**config.mk**
```make
export PLATFORM = sky130hd
export DESIGN_NAME = ctrlInTxBuf
export DESIGN_NICKNAME = d
export VERILOG_FILES = /design/src/rtl/ctrlInTxPkg.sv /design/src/rtl/ctrlInTxData.sv /design/src/rtl/ctrlInTxCtrl.sv /design/src/rtl/ctrlInTxBuf.sv
export SDC_FILE = /design/constraint.sdc
export NUM_CORES = 1
export LEC_CHECK = 0
export ABC_AREA = 1
export CAP_MARGIN = 20
export CORE_ASPECT_RATIO = 1.2
export CORE_MARGIN = 5
export CORE_UTILIZATION = 30
export CTS_BUF_LIST = sky130_fd_sc_hd__clkbuf_16
export CTS_CLUSTER_DIAMETER = 50
export DETAILED_ROUTE_END_ITERATION = 16
export HOLD_SLACK_MARGIN = 0.05
export PLACE_DENSITY = 0.49
export SKIP_LAST_GASP = 1
export SLEW_MARGIN = 20
export SYNTH_ARGS = -nofsm -noshare
export SYNTH_HDL_FRONTEND = slang
export SYNTH_SLANG_ARGS = --single-unit
```
**constraint.sdc**
```tcl
create_clock -name clk -period 2 [get_ports clk]
set_input_delay 0.3 -clock clk [delete_from_list [all_inputs] [get_ports clk]]
set_output_delay 0.3 -clock clk [all_outputs]
set_load 0.05 [all_outputs]
```
**src/rtl/ctrlInTxPkg.sv**
```systemverilog
package ctrlInTxPkg;
  // Strobes from control to the datapath, one cycle each
  typedef struct packed {
    logic push;      // store wrData at the write position
    logic rdAdv;     // step the read position
    logic rdRewind;  // return the read position to the first byte
    logic flush;     // empty the buffer (both positions to zero)
  } dpStrobe_t;
endpackage

```
**src/rtl/ctrlInTxData.sv**
```systemverilog
module ctrlInTxData
  import ctrlInTxPkg::*;
#(
  parameter int DEPTH  = 8,
  parameter int DATA_W = 8,
  parameter int PTR_W  = $clog2(DEPTH + 1)
) (
  input  logic              clk,
  input  logic              rstN,
  input  dpStrobe_t         stb,
  input  logic [DATA_W-1:0] wrData,
  output logic [PTR_W-1:0]  wrPtr,
  output logic [PTR_W-1:0]  rdPtr,
  output logic [DATA_W-1:0] rdByte
);
  localparam int IDX_W = (DEPTH > 1) ? $clog2(DEPTH) : 1;
  localparam logic [PTR_W-1:0] DEPTH_P = PTR_W'(DEPTH);

  logic [DATA_W-1:0] mem [DEPTH];

  always_ff @(posedge clk) begin
    if (stb.push) mem[wrPtr[IDX_W-1:0]] <= wrData;
  end

  always_ff @(posedge clk) begin
    if (!rstN || stb.flush) begin
      wrPtr <= '0;
      rdPtr <= '0;
    end else begin
      if (stb.push) wrPtr <= wrPtr + 1'b1;
      if (stb.rdRewind)   rdPtr <= '0;
      else if (stb.rdAdv) rdPtr <= rdPtr + 1'b1;
    end
  end

  assign rdByte = mem[rdPtr[IDX_W-1:0]];

  assert_wr_bound_R2: assert property (@(posedge clk) disable iff (!rstN)
    wrPtr <= DEPTH_P);
  assert_rd_within_wr_R4: assert property (@(posedge clk) disable iff (!rstN)
    rdPtr <= wrPtr);
endmodule

```
**src/rtl/ctrlInTxCtrl.sv**
```systemverilog
module ctrlInTxCtrl
  import ctrlInTxPkg::*;
#(
  parameter int DEPTH = 8,
  parameter int PTR_W = $clog2(DEPTH + 1)
) (
  input  logic             clk,
  input  logic             rstN,
  input  logic             wrEn,
  input  logic             pktTrig,
  input  logic             fifoClr,
  input  logic             flagClr,
  input  logic             txRdEn,
  input  logic             hostAck,
  input  logic             hostNak,
  input  logic [PTR_W-1:0] wrPtr,
  input  logic [PTR_W-1:0] rdPtr,
  output dpStrobe_t        stb,
  output logic             pktReady,
  output logic             txValid,
  output logic             txDoneFlag,
  output logic             ovfFlag
);
  localparam logic [PTR_W-1:0] DEPTH_P = PTR_W'(DEPTH);

  logic wrRoom, ackTake, wrDrop;

  always_comb begin
    wrRoom       = wrPtr < DEPTH_P;
    ackTake      = pktReady && hostAck && !fifoClr;
    wrDrop       = wrEn && !fifoClr && (pktReady || !wrRoom);
    stb.flush    = fifoClr || ackTake;
    stb.push     = wrEn && !pktReady && wrRoom && !fifoClr;
    stb.rdRewind = pktReady && hostNak;
    stb.rdAdv    = pktReady && txRdEn && (rdPtr < wrPtr);
    txValid      = pktReady && (rdPtr < wrPtr);
  end

  always_ff @(posedge clk) begin
    if (!rstN) begin
      pktReady   <= 1'b0;
      txDoneFlag <= 1'b0;
      ovfFlag    <= 1'b0;
    end else begin
      if (fifoClr || ackTake)        pktReady <= 1'b0;
      else if (!pktReady && pktTrig) pktReady <= 1'b1;

      if (ackTake)      txDoneFlag <= 1'b1;
      else if (flagClr) txDoneFlag <= 1'b0;

      if (fifoClr)     ovfFlag <= 1'b0;
      else if (wrDrop) ovfFlag <= 1'b1;
    end
  end

  assert_hold_when_ready_R7: assert property (@(posedge clk) disable iff (!rstN)
    (pktReady && !fifoClr && !hostAck) |=> ($stable(wrPtr) && pktReady));
  assert_nak_rewind_R5: assert property (@(posedge clk) disable iff (!rstN)
    (pktReady && hostNak && !hostAck && !fifoClr) |=> (pktReady && rdPtr == '0));
  assert_ack_sets_flag_R6: assert property (@(posedge clk) disable iff (!rstN)
    (pktReady && hostAck && !fifoClr) |=> (txDoneFlag && !pktReady && wrPtr == '0));
  assert_clr_wins_R9: assert property (@(posedge clk) disable iff (!rstN)
    fifoClr |=> (!pktReady && wrPtr == '0 && !ovfFlag));
  assert_flag_sticky_R8: assert property (@(posedge clk) disable iff (!rstN)
    (txDoneFlag && !flagClr) |=> txDoneFlag);
endmodule

```
**src/rtl/ctrlInTxBuf.sv**
```systemverilog
module ctrlInTxBuf
  import ctrlInTxPkg::*;
#(
  parameter int DEPTH  = 8,
  parameter int DATA_W = 8,
  localparam int PTR_W = $clog2(DEPTH + 1)
) (
  input  logic              clk,
  input  logic              rstN,
  input  logic              wrEn,
  input  logic [DATA_W-1:0] wrData,
  input  logic              pktTrig,
  input  logic              fifoClr,
  input  logic              flagClr,
  input  logic              txRdEn,
  input  logic              hostAck,
  input  logic              hostNak,
  output logic [DATA_W-1:0] txData,
  output logic              txValid,
  output logic              pktReady,
  output logic [PTR_W-1:0]  txCount,
  output logic              txDoneFlag,
  output logic              ovfFlag
);
  dpStrobe_t        stb;
  logic [PTR_W-1:0] wrPtr, rdPtr;

  ctrlInTxCtrl #(.DEPTH(DEPTH), .PTR_W(PTR_W)) ctrl_i (
    .clk, .rstN, .wrEn, .pktTrig, .fifoClr, .flagClr, .txRdEn,
    .hostAck, .hostNak, .wrPtr, .rdPtr, .stb, .pktReady, .txValid,
    .txDoneFlag, .ovfFlag
  );

  ctrlInTxData #(.DEPTH(DEPTH), .DATA_W(DATA_W), .PTR_W(PTR_W)) data_i (
    .clk, .rstN, .stb, .wrData, .wrPtr, .rdPtr, .rdByte(txData)
  );

  assign txCount = wrPtr;
endmodule

```
==> results by stage <==
Routing:
- The first routing iteration left 103 violations.
- The final routed wire length divided by cell count is 15.9 um.
- Summed over all layers, the routed wires come to 7.79 mm.
- Once detail routing completed, the nets flagged for antenna violations numbered 0.
- The via-per-instance ratio is 4.69.
- After detailed routing, the number of remaining DRC violations is 0.
- The detailed router placed 2301 vias in this run.
- The first TritonRoute pass finished after 4 iterations.

Final layout:
- The repair_antennas step left the layout with diodes totalling 0.
- The post-route cell area is 4220 um^2.
- The area growth from synthesis to layout is 28.0%.
- In the final layout, the share of cells above drive strength 1 is 0.170.
- The layout net count is 376.
- The core occupancy in the finished layout is 0.388.

GRT:
- The total congestion overflow is 0.
- Entering global routing, the biggest net connects 33 pins.
- The first global-routing pass estimated 12.5 mm of wire.
- The number of antenna violations at the first check in global routing is 0.
- Across every metal layer, demand over resource in global routing totals 0.125.
- The via count of the first global-routing pass was 2354.

Clock network:
- The clock reaches the later pin of the worst-skew pair after 330 ps.
- The longest clock path from root to sink contains 2 buffers.
- The CTS tree is done.
- The number of buffers created by CTS is 9.
- The H-tree was split into 3 levels.
- The clock-pin slew on the worst setup and hold paths is 60 ps.
- Clock tree synthesis selected as its root buffer the cell sky130_fd_sc_hd__clkbuf_16.
- The clock sink count is 78.

Timing:
- On the final layout, the worst hold slack is 455 ps.
- The count of final hold-check violations is 0.
- The worst setup skew after layout is 7.39 ps.
- Setup repair after global routing could not meet its margin everywhere.
- The max-slew violation count is 0.
- The measured slew at the worst slew-check pin is 524 ps.
- Setup violations remaining at the end of the flow were counted as 0.
- The worst slew margin relative to its limit is 0.649.
- The achievable frequency is 517 MHz.
- The time the final worst path needs with I/O delays and setup is 1930 ps.
- The post-route fraction of the period consumed by the critical path is 0.967.
- The post-route worst setup slack is 66.9 ps.

Placement:
- Input and output buffers added on the ports amount to 32.
- Routability-driven placement finished with a final weighted congestion of 0.815.
- OpenSTA, run right after detailed placement, puts the worst setup slack at 138 ps.
- The HPWL reported at the end of detailed placement is 5.36 mm.
- The placed instances occupy a cell area of 3820 um^2.

Logic synthesis:
- The sequential cell area fraction in the yosys report is 0.668.
- The most repeated cell in the gate-level netlist after synthesis is sky130_fd_sc_hd__nor2_1.
- The largest total area in the synthesized netlist belongs to sky130_fd_sc_hd__edfxtp_1.
- The fraction of registers with async set/reset is 0.
- The number of warnings reported in the yosys synthesis log is 0.
- After technology mapping, the gate count stands at 305.
- The number of enable flip-flop cells after synthesis is 64.
- The total nets after synthesis is 327.
- The netlist uses 27 different library cells.
- The commonest cells after synthesis are sky130_fd_sc_hd__nor2_1 (65), sky130_fd_sc_hd__edfxtp_1 (64), sky130_fd_sc_hd__nand2_1 (46).
- Sorting the synthesized cells by area gives the leading types as sky130_fd_sc_hd__edfxtp_1 (58%), sky130_fd_sc_hd__dfxtp_1 (8.5%), sky130_fd_sc_hd__nor2_1 (7.4%), sky130_fd_sc_hd__nand2_1 (5.2%), sky130_fd_sc_hd__o21ai_1 (4.1%).
- A synthesized cell averages 10.8 um^2.
- The post-synthesis cell area is 3300 um^2.
- The share of Yosys cell area claimed by the top area cell type is 0.583.
- The total of flip-flops plus latches after synthesis is 78.
- The primary flip-flop cell chosen by synthesis mapping is sky130_fd_sc_hd__edfxtp_1.

Outcome:
- The flow ran to the end, and the final reports show no timing, DRC or antenna violations.

Critical path:
- The largest single stage delay on the critical path is 860 ps.
- The critical path goes through clkdlybuf4s50_1.
- The kind of end point of the critical path is a primary output.
- The critical path's top delay family is buffers and inverters.
- Of all nets on the critical path, the largest fanout is 7.
- Among all stages on the critical path, the largest delay is contributed by sky130_fd_sc_hd__clkdlybuf4s50_1.
- The number of buffers and inverters on the critical path is 1.
- STA classifies the critical path startpoint as a flop.
- The worst setup path is of the reg -> out kind.
- STA puts the critical path data required time at 1700 ps.
- The critical path arrival is 1630 ps.

Floorplanning:
- In this run the standard cell core region covers 10900 um^2.
- The boundary pin count is 33.
- The initial utilization of the core area, before any placement, comes to 0.303.
- The die is 106 um wide.
- The number of cell rows is 42.
- The die covers 13200 um^2.
- The chip height is 125 um.

Power:
- Of the total power, the share spent switching nets is 0.209.
- The combinational share of power is 0.057.
- The portion of total power attributed to sequential cells is 0.502.
- The internal power of the cells totals 2800 uW.
- In this run the power density over the cells is 839 nW/um^2.
- VDD sags by at most 0.410 mV.
- Of the total power, the clock network draws 0.442.
- The switching power of the nets is 740 uW.
- The leakage power figure is 0.00152 uW.
- The overall power of the completed layout is 3540 uW.

Flow run:
- The number of maximum-capacitance constraint violations is 0.

Hold path:
- The path category of the worst min-delay check is reg -> reg.
-- path summary, 6_finish.rpt --
path / slack, ps / start / to / cells after the start
worst max-delay path: 70 / ctrl_i.pktReady / pktReady / 1
worst min-delay path: 460 / ctrl_i.ovfFlag / ctrl_i.ovfFlag / 2
worst max register to register: 540 / data_i.wrPtr[1] / data_i.rdPtr[1] / 10
worst min register to register: 460 / ctrl_i.ovfFlag / ctrl_i.ovfFlag / 2
-- layout make-up --
type                    instances  area (um^2)
fillers                      1062         6660
multi-input cells             192          941
flip-flops and latches         78         2210
inverters                      25         96.3
clock buffers                   9          225
clock inverters                 7         66.3
repair buffers                 48          514
well taps                     132          165
-- power groups by stage --
stage / sequential (uW) / combinational (uW) / clock, uW
after floorplan: 1820 / 83.0 / 0
after global placement: 1810 / 196 / 0
after detailed placement: 1810 / 196 / 0
after CTS: 1780 / 197 / 1600
after global routing: 1780 / 218 / 1690
final: 1780 / 201 / 1560
-- worst register-to-register path: cells and delay by family, from the launching register on --
family / cells / cell delay [ps]
buf+inv: 3 / 260
fa+ha+maj: 1 / 290
simple gates: 6 / 480
flops: 1 / 370
-- logic make-up after synthesis --
group                      synth area share
AOI/OAI and AO/OA                    0.0907
xor gates and xnor gates            0.00266
adders and majority gates            0.0190
buffers and inverters                0.0562
DFF                                   0.668
and+or+nand+nor                       0.163
-- timing repair --
item / 4_1_cts / 5_1_grt
gates resized for setup: 6 / 16
buffers inserted: 0 / 1
pin swaps: 0 / 1
endpoints found under the setup margin: 6 / 9
hold buffers: 0 / 0
cloned: 1 / 0
-- flip-flops by register name, summed over array words and instances, names as in the netlist, named ones only --
name / count
ctrl_i.txDoneFlag: 1
data_i.wrPtr: 4
ctrl_i.ovfFlag: 1
ctrl_i.pktReady: 1
data_i.mem: 64
data_i.rdPtr: 4
-- stage by stage --
step / TNS, ps / cells
after floorplan: 0 / 305
after global placement: 0 / 473
after detailed placement: 0 / 473
after CTS: 0 / 490
after global routing: -91.9 / 491
final: 0 / 491
-- layout by cell type, fill, tap and decap left out, drive strengths merged --
cell           synthesis  routed
nor3                   2       2
o21ai                 51      51
nand2                 47      47
bufinv                 0       1
buf                    8      24
xnor2                  1       1
inv                   25      26
a21oi                  5       5
nor2                  67      67
clkdlybuf4s50          0      23
nand3b                 1       1
ha                     5       5
clkinv                 0       3
nor3b                  1       1
bufbuf                 0       1
clkbuf                 2       9
a211oi                 1       1
nand4                  6       6
dfxtp                 14      14
edfxtp                64      64
clkinvlp               0       2
nand3                  5       5
-- routing by layer --
metal	vias up	track usage	part of all wire
met4	0	0.0503	0.025
met2	39	0.218	0.51
met1	1108	0.144	0.43
met3	14	0.0353	0.034
li1	1140	-	-
met5	-	0	0
Power figures use the tool's default switching activity.
